### config.mk
export PLATFORM = sky130hd
export DESIGN_NAME = opsel_datapath
export DESIGN_NICKNAME = d
export VERILOG_FILES = /design/src/rtl/dp_pkg.sv /design/src/rtl/dp_regfile.sv /design/src/rtl/dp_opmux.sv /design/src/rtl/dp_alu.sv /design/src/rtl/dp_pc.sv /design/src/rtl/opsel_datapath.sv
export SDC_FILE = /design/constraint.sdc
export NUM_CORES = 1
export LEC_CHECK = 0
export BUFFER_PORTS_ARGS = -buffer_cell sky130_fd_sc_hd__clkbuf_2
export CORE_UTILIZATION = 45
export CTS_CLUSTER_DIAMETER = 200
export DETAILED_ROUTE_END_ITERATION = 16
export GPL_TIMING_DRIVEN = 0
export PLACE_DENSITY = 0.6
export SKIP_CTS_REPAIR_TIMING = 1
export SYNTH_ARGS = -nofsm -noshare
export SYNTH_HDL_FRONTEND = slang
export SYNTH_SLANG_ARGS = --single-unit
### constraint.sdc
create_clock -name clk -period 10.48 [get_ports clk]
set_input_delay 2.096 -clock clk [delete_from_list [all_inputs] [get_ports clk]]
set_output_delay 2.096 -clock clk [all_outputs]
set_load 0.02 [all_outputs]
### src/rtl/dp_pkg.sv
package dp_pkg;
    localparam logic [3:0] FN_ADD  = 4'd0;
    localparam logic [3:0] FN_SUB  = 4'd1;
    localparam logic [3:0] FN_AND  = 4'd2;
    localparam logic [3:0] FN_OR   = 4'd3;
    localparam logic [3:0] FN_XOR  = 4'd4;
    localparam logic [3:0] FN_NOR  = 4'd5;
    localparam logic [3:0] FN_NOTA = 4'd6;

    localparam logic [1:0] BSRC_REG = 2'b00;
    localparam logic [1:0] BSRC_IMM = 2'b01;

    typedef struct packed {
        logic z;
        logic c;
        logic v;
    } flags_t;
endpackage

### src/rtl/dp_regfile.sv
module dp_regfile #(
    parameter int W    = 16,
    parameter int NREG = 8,
    parameter int NRD  = 2,
    parameter int AW   = $clog2(NREG)
) (
    input  logic                   clk,
    input  logic                   rst_n,
    input  logic [NRD-1:0][AW-1:0] rd_sel,
    output logic [NRD-1:0][W-1:0]  rd_data,
    input  logic [AW-1:0]          wr_sel,
    input  logic                   wr_en,
    input  logic [W-1:0]           wr_data
);
    typedef struct packed {
        logic [NREG-1:0][W-1:0] regs;
    } rf_state_t;

    rf_state_t rf_d, rf_q;

    always_comb begin
        rf_d = rf_q;
        if (wr_en && (wr_sel != '0)) begin
            rf_d.regs[wr_sel] = wr_data;
        end
    end

    always_ff @(posedge clk or negedge rst_n) begin
        if (!rst_n) rf_q <= '0;
        else        rf_q <= rf_d;
    end

    for (genvar g = 0; g < NRD; g++) begin : g_rd
        assign rd_data[g] = (rd_sel[g] == '0) ? '0 : rf_q.regs[rd_sel[g]];
    end


    wr_land_chk: assert property (@(posedge clk) disable iff (!rst_n)
        (wr_en && (wr_sel != '0)) |=> (rf_q.regs[$past(wr_sel)] == $past(wr_data)));


    r0_read_chk: assert property (@(posedge clk) disable iff (!rst_n)
        (rd_sel[0] == '0) |-> (rd_data[0] == '0));
endmodule

### src/rtl/dp_opmux.sv
module dp_opmux #(
    parameter int W = 16
) (
    input  logic [W-1:0] port_a,
    input  logic [W-1:0] port_b,
    input  logic [W-1:0] imm,
    input  logic         a_src_zero,
    input  logic [1:0]   b_src,
    output logic [W-1:0] opnd_a,
    output logic [W-1:0] opnd_b
);
    import dp_pkg::*;

    localparam logic [W-1:0] ONE = W'(1);

    always_comb begin
        opnd_a = a_src_zero ? '0 : port_a;
        case (b_src)
            BSRC_REG: opnd_b = port_b;
            BSRC_IMM: opnd_b = imm;
            default:  opnd_b = ONE;
        endcase
    end
endmodule

### src/rtl/dp_alu.sv
module dp_alu #(
    parameter int W = 16
) (
    input  logic [W-1:0]  opnd_a,
    input  logic [W-1:0]  opnd_b,
    input  logic [3:0]    fn,
    output logic [W-1:0]  res,
    output dp_pkg::flags_t flags
);
    import dp_pkg::*;

    localparam int MSB = W - 1;

    logic [W:0] wide;

    always_comb begin
        wide    = '0;
        res     = '0;
        flags.c = 1'b0;
        flags.v = 1'b0;
        case (fn)
            FN_ADD: begin
                wide    = {1'b0, opnd_a} + {1'b0, opnd_b};
                res     = wide[W-1:0];
                flags.c = wide[W];
                flags.v = (opnd_a[MSB] == opnd_b[MSB]) && (res[MSB] != opnd_a[MSB]);
            end
            FN_SUB: begin
                wide    = {1'b0, opnd_a} + {1'b0, ~opnd_b} + (W+1)'(1);
                res     = wide[W-1:0];
                flags.c = wide[W];
                flags.v = (opnd_a[MSB] != opnd_b[MSB]) && (res[MSB] != opnd_a[MSB]);
            end
            FN_AND:  res = opnd_a & opnd_b;
            FN_OR:   res = opnd_a | opnd_b;
            FN_XOR:  res = opnd_a ^ opnd_b;
            FN_NOR:  res = ~(opnd_a | opnd_b);
            FN_NOTA: res = ~opnd_a;
            default: res = opnd_b;
        endcase
        flags.z = (res == '0);
    end
endmodule

### src/rtl/dp_pc.sv
module dp_pc #(
    parameter int PCW = 12
) (
    input  logic           clk,
    input  logic           rst_n,
    input  logic           br_ne,
    input  logic           res_zero,
    input  logic [PCW-1:0] br_target,
    output logic [PCW-1:0] pc
);
    typedef struct packed {
        logic [PCW-1:0] pc;
    } pc_state_t;

    pc_state_t pc_d, pc_q;

    always_comb begin
        pc_d.pc = pc_q.pc + PCW'(1);
        if (br_ne && !res_zero) begin
            pc_d.pc = br_target;
        end
    end

    always_ff @(posedge clk or negedge rst_n) begin
        if (!rst_n) pc_q <= '0;
        else        pc_q <= pc_d;
    end

    assign pc = pc_q.pc;


    pc_step_chk: assert property (@(posedge clk) disable iff (!rst_n)
        (rst_n && !br_ne) |=> (pc == $past(pc) + PCW'(1)));


    pc_taken_chk: assert property (@(posedge clk) disable iff (!rst_n)
        (rst_n && br_ne && !res_zero) |=> (pc == $past(br_target)));


    pc_fall_chk: assert property (@(posedge clk) disable iff (!rst_n)
        (rst_n && br_ne && res_zero) |=> (pc == $past(pc) + PCW'(1)));
endmodule

### src/rtl/opsel_datapath.sv
module opsel_datapath #(
    parameter int W    = 16,
    parameter int NREG = 8,
    parameter int PCW  = 12,
    parameter int AW   = $clog2(NREG)
) (
    input  logic           clk,
    input  logic           rst_n,
    input  logic [AW-1:0]  rd_sel_a,
    input  logic [AW-1:0]  rd_sel_b,
    input  logic [AW-1:0]  wr_sel,
    input  logic           wr_en,
    input  logic           a_src_zero,
    input  logic [1:0]     b_src,
    input  logic [3:0]     alu_fn,
    input  logic [W-1:0]   imm,
    input  logic           br_ne,
    input  logic [PCW-1:0] br_target,
    output logic [W-1:0]   alu_out,
    output logic           flag_z,
    output logic           flag_c,
    output logic           flag_v,
    output logic [PCW-1:0] pc
);
    import dp_pkg::*;

    localparam int NRD = 2;
    localparam int MSB = W - 1;

    logic [NRD-1:0][AW-1:0] rd_sel;
    logic [NRD-1:0][W-1:0]  rd_data;
    logic [W-1:0]           opnd_a, opnd_b;
    flags_t                 flags;

    assign rd_sel = {rd_sel_b, rd_sel_a};

    dp_regfile #(.W(W), .NREG(NREG), .NRD(NRD), .AW(AW)) u_rf (
        .clk     (clk),
        .rst_n   (rst_n),
        .rd_sel  (rd_sel),
        .rd_data (rd_data),
        .wr_sel  (wr_sel),
        .wr_en   (wr_en),
        .wr_data (alu_out)
    );

    dp_opmux #(.W(W)) u_mux (
        .port_a     (rd_data[0]),
        .port_b     (rd_data[1]),
        .imm        (imm),
        .a_src_zero (a_src_zero),
        .b_src      (b_src),
        .opnd_a     (opnd_a),
        .opnd_b     (opnd_b)
    );

    dp_alu #(.W(W)) u_alu (
        .opnd_a (opnd_a),
        .opnd_b (opnd_b),
        .fn     (alu_fn),
        .res    (alu_out),
        .flags  (flags)
    );

    dp_pc #(.PCW(PCW)) u_pc (
        .clk       (clk),
        .rst_n     (rst_n),
        .br_ne     (br_ne),
        .res_zero  (flags.z),
        .br_target (br_target),
        .pc        (pc)
    );

    assign flag_z = flags.z;
    assign flag_c = flags.c;
    assign flag_v = flags.v;


    a_zero_src_chk: assert property (@(posedge clk) disable iff (!rst_n)
        (a_src_zero && alu_fn == FN_ADD && b_src == BSRC_IMM) |-> (alu_out == imm));


    ovf_sign_chk: assert property (@(posedge clk) disable iff (!rst_n)
        (alu_fn == FN_ADD && flag_v) |-> (opnd_a[MSB] == opnd_b[MSB] && alu_out[MSB] != opnd_a[MSB]));


    logic_flags_chk: assert property (@(posedge clk) disable iff (!rst_n)
        (alu_fn != FN_ADD && alu_fn != FN_SUB) |-> (!flag_c && !flag_v));
endmodule

==> flow_metrics.tcl, run 1 <==
set metrics [dict create \
    outcome "complete, no violations" \
    synthFlopType "dfrtp_1" \
    start_util_pct 45.9 \
    ys_seq_area_share_pct 31.0 \
    r2r-start "u_rf.rf_q[112]" \
    fin_hold_ws_ps 503 \
    postRouteAntennaNets 0 \
    synth_seq_cells 124 \
    placed_area_um2 10800 \
    routed.top_layer "met4" \
    hp-class "reg -> reg" \
    worst_setup_path_start_kind "primary input" \
    grt.overflow.total 0 \
    nNetsFinal 1348 \
    clock_skew_ps 11.6 \
    synth_xor_area_share_pct 1.91 \
    tightest_slew_ps 1100 \
    cp.required_ps 8380 \
    netlist_instances 1152 \
    drive_gt1_share_pct 18.2 \
    critPathCaptureType "output port" \
    wl_per_cell_um 23.8 \
    rr_endpoint "u_pc.pc[5]" \
    coreArea_um2 21800 \
    totalPowerFinal_w 0.00188 \
    grt_max_degree 67 \
    period_needed_ps 10040 \
    synthSimpleGateAreaFrac_pct 14.9 \
    rsz0062_at_grt "no" \
    synthMuxAreaShare_pct 13.3 \
    grt_pass1_wl_um 55100 \
    synth_top_family_by_area "compound AO/OA/AOI/OAI gates" \
    track_usage_pct 33.0 \
    io_pins 79 \
    worstPathMaxFanout 10 \
    setup_violations 0 \
    finalHoldViolations 0 \
    routed_wl_um 36600 \
    clock_latency_ps 420 \
    area_delta_synth_final_pct 13.8 \
    htree_levels 4 \
    drtPass1Iterations 5 \
    yosys_warnings 0 \
    wl_met3_um 2480 \
    vias 9495 \
    cts_tree "yes" \
    chipHeight_um 151 \
    hold_start "u_rf.rf_q[100]" \
    viasPerCell 6.16 \
    leakage_nw 5.19 \
    syn_area_um2 10000 \
    fp-row-count 54 \
    wirelength_met1_um 15600 \
    power_density_nw_per_um2 165 \
    grt_pass1_vias 9012 \
    hold_depth 2 \
    die_w_um 151 \
    slew_viol_final 0 \
    cts_buffer_depth 2 \
    design_area_um2 11400 \
    maxCapViolations 0 \
    path_clk_slew_ps 60 \
    synth_edf_count 0 \
    reg2reg_slack_ps 4700 \
    place_congestion 0.965 \
    relSlewSlack_pct 26.8 \
    numCtsBuffers 17 \
    n_fill_cell 2135 \
    synthesis.nets 1253 \
    antenna_found_initial 1 \
    avgSynthCellArea_um2 8.69 \
    ys_types 92 \
    dieArea_um2 22800 \
    hold_end "u_rf.rf_q[100]" \
    path_class "in -> out" \
    portBuffers 74 \
    synth_fa_ha_area_share_pct 6.78 \
    hpwl_um 26800 \
    synth_compound_area_share_pct 25.0 \
    fin_setup_tns_ps 0 \
    async_flop_share_pct 100 \
    ir_worst_vdd_v 0.000101 \
    r2r.worst_path.cells 17 \
    max_freq_ghz 0.0996 \
    cts_sinks 124 \
    arrival_ps 7940 \
    root_buffer "clkbuf_16" \
    drc_errors 0 \
    dr.first_iter.drc_count 820 \
    period_share_pct 95.8 \
    wl_met2_um 17300 \
]
worst max path at each step:
stage | startpoint | to | slack [ps] | cells past startpoint
2_1_floorplan | rd_sel_b[0] | flag_z | 1690 | 18
3_3_place_gp | rd_sel_b[1] | flag_z | 400 | 20
3_5_place_dp | rd_sel_b[1] | flag_z | 500 | 20
4_1_cts | rd_sel_b[1] | flag_z | 450 | 20
5_1_grt | rd_sel_b[1] | flag_z | 50 | 20
6_report | rd_sel_b[1] | flag_z | 440 | 20
flip-flops by register name, indices dropped and copies added (netlist names):
| signal | cells |
|---|---|
| u_pc.pc | 12 |
| u_rf.rf_q | 112 |
layout make-up:
| cell class | instances | area [um^2] | area share (%) |
|---|---|---|---|
| tap | 280 | 350 | 3.07 |
| multi-input combinational | 871 | 6210 | 54.5 |
| timing repair buffer | 76 | 414 | 3.63 |
| clock buffer | 20 | 467 | 4.10 |
| inverter | 72 | 270 | 2.37 |
| buffer | 85 | 442 | 3.88 |
| sequential | 124 | 3100 | 27.2 |
| antenna | 1 | 2.50 | 0.0220 |
| clock inverter | 12 | 139 | 1.22 |
metal layers:
| layer | track usage (%) | up-vias |
|---|---|---|
| li1 | - | 4355 |
| met1 | 43.8 | 4651 |
| met2 | 53.6 | 410 |
| met3 | 5.60 | 79 |
| met4 | 13.1 | 0 |
| met5 | 0 | - |
per-stage QoR:
stage               utilization, %  instances  setup slack (ps)
global route                  52.2       1540              50.2
floorplan                        -       1152              1690
detailed placement            49.4       1508               505
global placement              49.2       1506               399
finish                        52.2       1541               442
CTS                           52.2       1540               455
synth_stat cells (3+ instances only):
library cell / n / area (um^2)
a211o_1: 6 / 52.6
a211oi_1: 15 / 113
a21o_1: 11 / 82.6
a21oi_1: 62 / 310
a221o_1: 9 / 90.1
a221oi_1: 27 / 236
a22o_1: 8 / 70.1
a22oi_1: 6 / 45.0
a311oi_1: 4 / 35.0
a31oi_1: 7 / 43.8
and3_1: 5 / 31.3
buf_1: 8 / 30.0
buf_2: 17 / 85.1
buf_4: 6 / 45.0
buf_6: 9 / 101
clkbuf_1: 44 / 165
dfrtp_1: 124 / 3100
ha_1: 51 / 638
inv_1: 69 / 259
mux2_2: 25 / 282
mux2_4: 9 / 135
mux2i_1: 43 / 430
mux4_2: 21 / 473
nand2_1: 164 / 616
nand2b_1: 11 / 68.8
nand3_1: 20 / 100
nand4_1: 5 / 31.3
nor2_1: 53 / 199
nor2b_1: 26 / 163
nor3_1: 13 / 65.1
nor4_1: 3 / 18.8
o2111ai_1: 3 / 26.3
o211ai_1: 5 / 37.5
o21a_1: 3 / 22.5
o21ai_0: 152 / 761
o21ai_1: 3 / 15.0
o21bai_1: 4 / 30.0
o22ai_1: 8 / 50.1
or2_2: 4 / 25.0
or3_1: 6 / 37.5
or4_1: 3 / 22.5
xnor2_1: 17 / 149
xor2_1: 3 / 26.3
logic make-up (layout without fill, tap and decap cells):
group,Yosys count,count (layout)
and+or+nand+nor,326,326
other,0,1
muxes,99,99
adders and majority gates,53,53
xor gates and xnor gates,21,21
buffers and inverters,157,265
DFF,124,124
AOI/OAI and AO/OA,372,372
power by group:
| part | switching (W) | leakage, nW | internal (W) |
|---|---|---|---|
| Sequential | 0.0000835 | 1.58 | 0.000578 |
| Clock | 0.000232 | 0.273 | 0.000370 |
| Combinational | 0.000368 | 3.34 | 0.000248 |
layout by cell type, fill, tap and decap left out, types with 6 or more instances in the layout:
cell	n
nand2_1	164
a221oi_1	27
a211oi_1	15
nand3_1	20
a22o_1	8
buf_2	17
nor3_1	13
nand2b_1	11
clkbuf_1	44
mux4_2	21
a22oi_1	6
inv_1	69
or3_1	6
nor2_1	53
mux2i_1	43
mux2_4	9
buf_1	8
o22ai_1	8
buf_4	7
nor2b_1	26
a31oi_1	7
mux2_2	25
a21o_1	11
a221o_1	9
xnor2_1	17
a21oi_1	62
dfrtp_1	124
buf_6	9
clkbuf_2	73
a211o_1	6
clkbuf_16	17
o21ai_0	152
clkinvlp_4	7
ha_1	51
worst max-delay path, cell delays in order:
cell      delay, ps
buf_2           220
buf_2           320
clkbuf_1        440
clkbuf_1        610
a311oi_1        140
nor3_1          170
a21oi_1          60
nor2_1          350
inv_1           150
ha_1            340
nor2_1           90
a221o_1         340
or3_1           350
o221a_2         290
o41ai_2         350
xor2_1          130
a21oi_1         880
nand3_4         140
nor4_1          230
clkbuf_2        220
(Power assumes the default switching activity.)
==> inputs of run 2 (changes only) <==
- RECOVER_POWER: unset -> 100
==> flow_metrics.tcl, run 2 (synthesis results as in run 1) <==
set metrics [dict create \
    grt_pass1_wl_um 55100 \
    dr.first_iter.drc_count 824 \
    drive_gt1_share_pct 14.3 \
    setup_ws_ps 450 \
    fin_setup_tns_ps 0 \
    ir_worst_vdd_v 0.000101 \
    dieArea_um2 22800 \
    slew_viol_final 127 \
    cts_sinks 124 \
    fp-row-count 54 \
    area_delta_synth_final_pct 12.2 \
    crit_buf_inv 5 \
    violations "max-capacitance violations, max-slew violations" \
    n_fill_cell 2167 \
    cts_tree "yes" \
    grt_max_degree 67 \
    rsz0062_at_grt "no" \
    place_congestion 0.965 \
    root_buffer "clkbuf_16" \
    pwr-share-comb_pct 32.3 \
    cp_cell_sequence "clkbuf_2, buf_4, clkbuf_1, mux4_2, a21oi_1, a22o_1, inv_1, ha_1, fa_1, a211o_1, a221o_2, a311oi_1, a21oi_2, xnor2_1, nor2_1, o22ai_1, nand3_4, nor4_1, clkbuf_2" \
    grt_pass1_vias 9012 \
    worstPathMaxFanout 10 \
    io_pins 79 \
    maxCapViolations 2 \
    coreArea_um2 21800 \
    postRouteAntennaNets 0 \
    max_freq_ghz 0.0997 \
    power_density_nw_per_um2 166 \
    max_stage_delay_ps 760 \
    path_clk_slew_ps 60 \
    outcome "finished with violations" \
    hpwl_um 26800 \
    swShare_pct 36.5 \
    arrival_ps 7930 \
    largest-register "u_rf.rf_q" \
    p_seq_share_pct 35.5 \
    slowest_stage "o22ai_1" \
    drc_errors 0 \
    start_util_pct 45.9 \
    cp.required_ps 8380 \
    post-route-util_pct 51.5 \
    htree_levels 4 \
    layout_commonest_cell "nand2_1" \
    p_int_w 0.00118 \
    period_needed_ps 10030 \
    leakage_nw 5.02 \
    finalHoldViolations 0 \
    design_area_um2 11200 \
    worst_setup_path_start_kind "primary input" \
    wl_per_cell_um 23.8 \
    nNetsFinal 1348 \
    tightest_slew_ps 3660 \
    die_w_um 151 \
    cp_top_family "compound AO/OA/AOI/OAI gates" \
    clock_power_share_pct 32.3 \
    placed_area_um2 10800 \
    antenna_found_initial 1 \
    critPathCaptureType "output port" \
    pre_cts_slack_ps 505 \
    largest_reg_flops 112 \
    p_sw_w 0.000681 \
    clock_latency_ps 420 \
    vias 9511 \
    relSlewSlack_pct -144 \
    hp-class "reg -> reg" \
    layout_common_cells "nand2_1 (164), o21ai_0 (154), dfrtp_1 (124)" \
    numCtsBuffers 17 \
    routed_wl_um 36700 \
    chipHeight_um 151 \
    viasPerCell 6.17 \
    grt.overflow.total 0 \
    drtPass1Iterations 7 \
    cp_common_cell "clkbuf_2" \
    clock_skew_ps 11.7 \
    cts_buffer_depth 2 \
    portBuffers 74 \
    period_share_pct 95.7 \
    track_usage_pct 33.0 \
    setup_violations 0 \
    path_class "in -> out" \
]
[run 2: changes by cell type in the layout (fill, tap and decap cells not counted), moves of 2 or more]
cell	change
clkbuf_2	-31
clkbuf_1	+37
o21ai_1	-2
mux2_4	-9
buf_1	-3
o21ai_0	+2
mux2_1	+10
[run 2: stage by stage]
stage | cells | hold slack (ps) | power, W
after global routing | 1540 | 525 | 0.00196
after CTS | 1540 | 503 | 0.00186
after floorplan | 1152 | 459 | 0.00108
after global placement | 1506 | 478 | 0.00126
after detailed placement | 1508 | 489 | 0.00127
final | 1541 | 505 | 0.00187
[run 2: worst reg2reg max path, stage by stage, from the launching register on]
cell and delay [ps]:
dfrtp_1 400, mux4_2 470, a21oi_1 300, a22o_1 280
inv_1 80, ha_1 260, fa_1 450, a211o_1 350
a221o_2 400, a311oi_1 540, a21oi_2 150, xnor2_1 190
nor2_1 60, o22ai_1 760, nand3_4 130, o41ai_1 700
clkbuf_1 530, mux2_1 380
[run 2: layout make-up]
type / instances / area [um^2] / share of cell area [%]
Inverter: 72 / 270 / 2.41
Antenna cell: 1 / 2.50 / 0.0223
Buffer: 85 / 430 / 3.83
Clock buffer: 20 / 467 / 4.15
Multi-Input combinational cell: 871 / 6130 / 54.6
Clock inverter: 12 / 139 / 1.24
Sequential cell: 124 / 3100 / 27.6
Timing Repair Buffer: 76 / 342 / 3.04
Tap cell: 280 / 350 / 3.12
[run 2: power groups by stage]
stage	sequential, W	clock [W]	combinational [W]
6_report	0.000661	0.000602	0.000602
5_1_grt	0.000673	0.000621	0.000662
4_1_cts	0.000657	0.000599	0.000608
3_5_place_dp	0.000664	0	0.000604
3_3_place_gp	0.000662	0	0.000596
2_1_floorplan	0.000649	0	0.000427
[run 2: path summary, 6_finish.rpt]
| kind | slack [ps] | from | cells after the start | to |
|---|---|---|---|---|
| worst max-delay path | 450 | rd_sel_b[2] | 19 | flag_z |
| worst min-delay path | 510 | u_rf.rf_q[112] | 2 | u_rf.rf_q[112] |
| worst max register to register | 3950 | u_rf.rf_q[96] | 17 | u_pc.pc[9] |
| worst min register to register | 510 | u_rf.rf_q[112] | 2 | u_rf.rf_q[112] |
| max in group asynchronous | 3070 | rst_n | 2 | u_rf.rf_q[37] |
| min in group asynchronous | 2730 | rst_n | 1 | u_rf.rf_q[33] |
[run 2: per-layer routing]
| metal | track usage (%) | wire [um] |
|---|---|---|
| met1 | 43.8 | 15600 |
| met4 | 13.1 | 1310 |
| met2 | 53.6 | 17200 |
| met3 | 5.60 | 2560 |
| met5 | 0 | 0 |
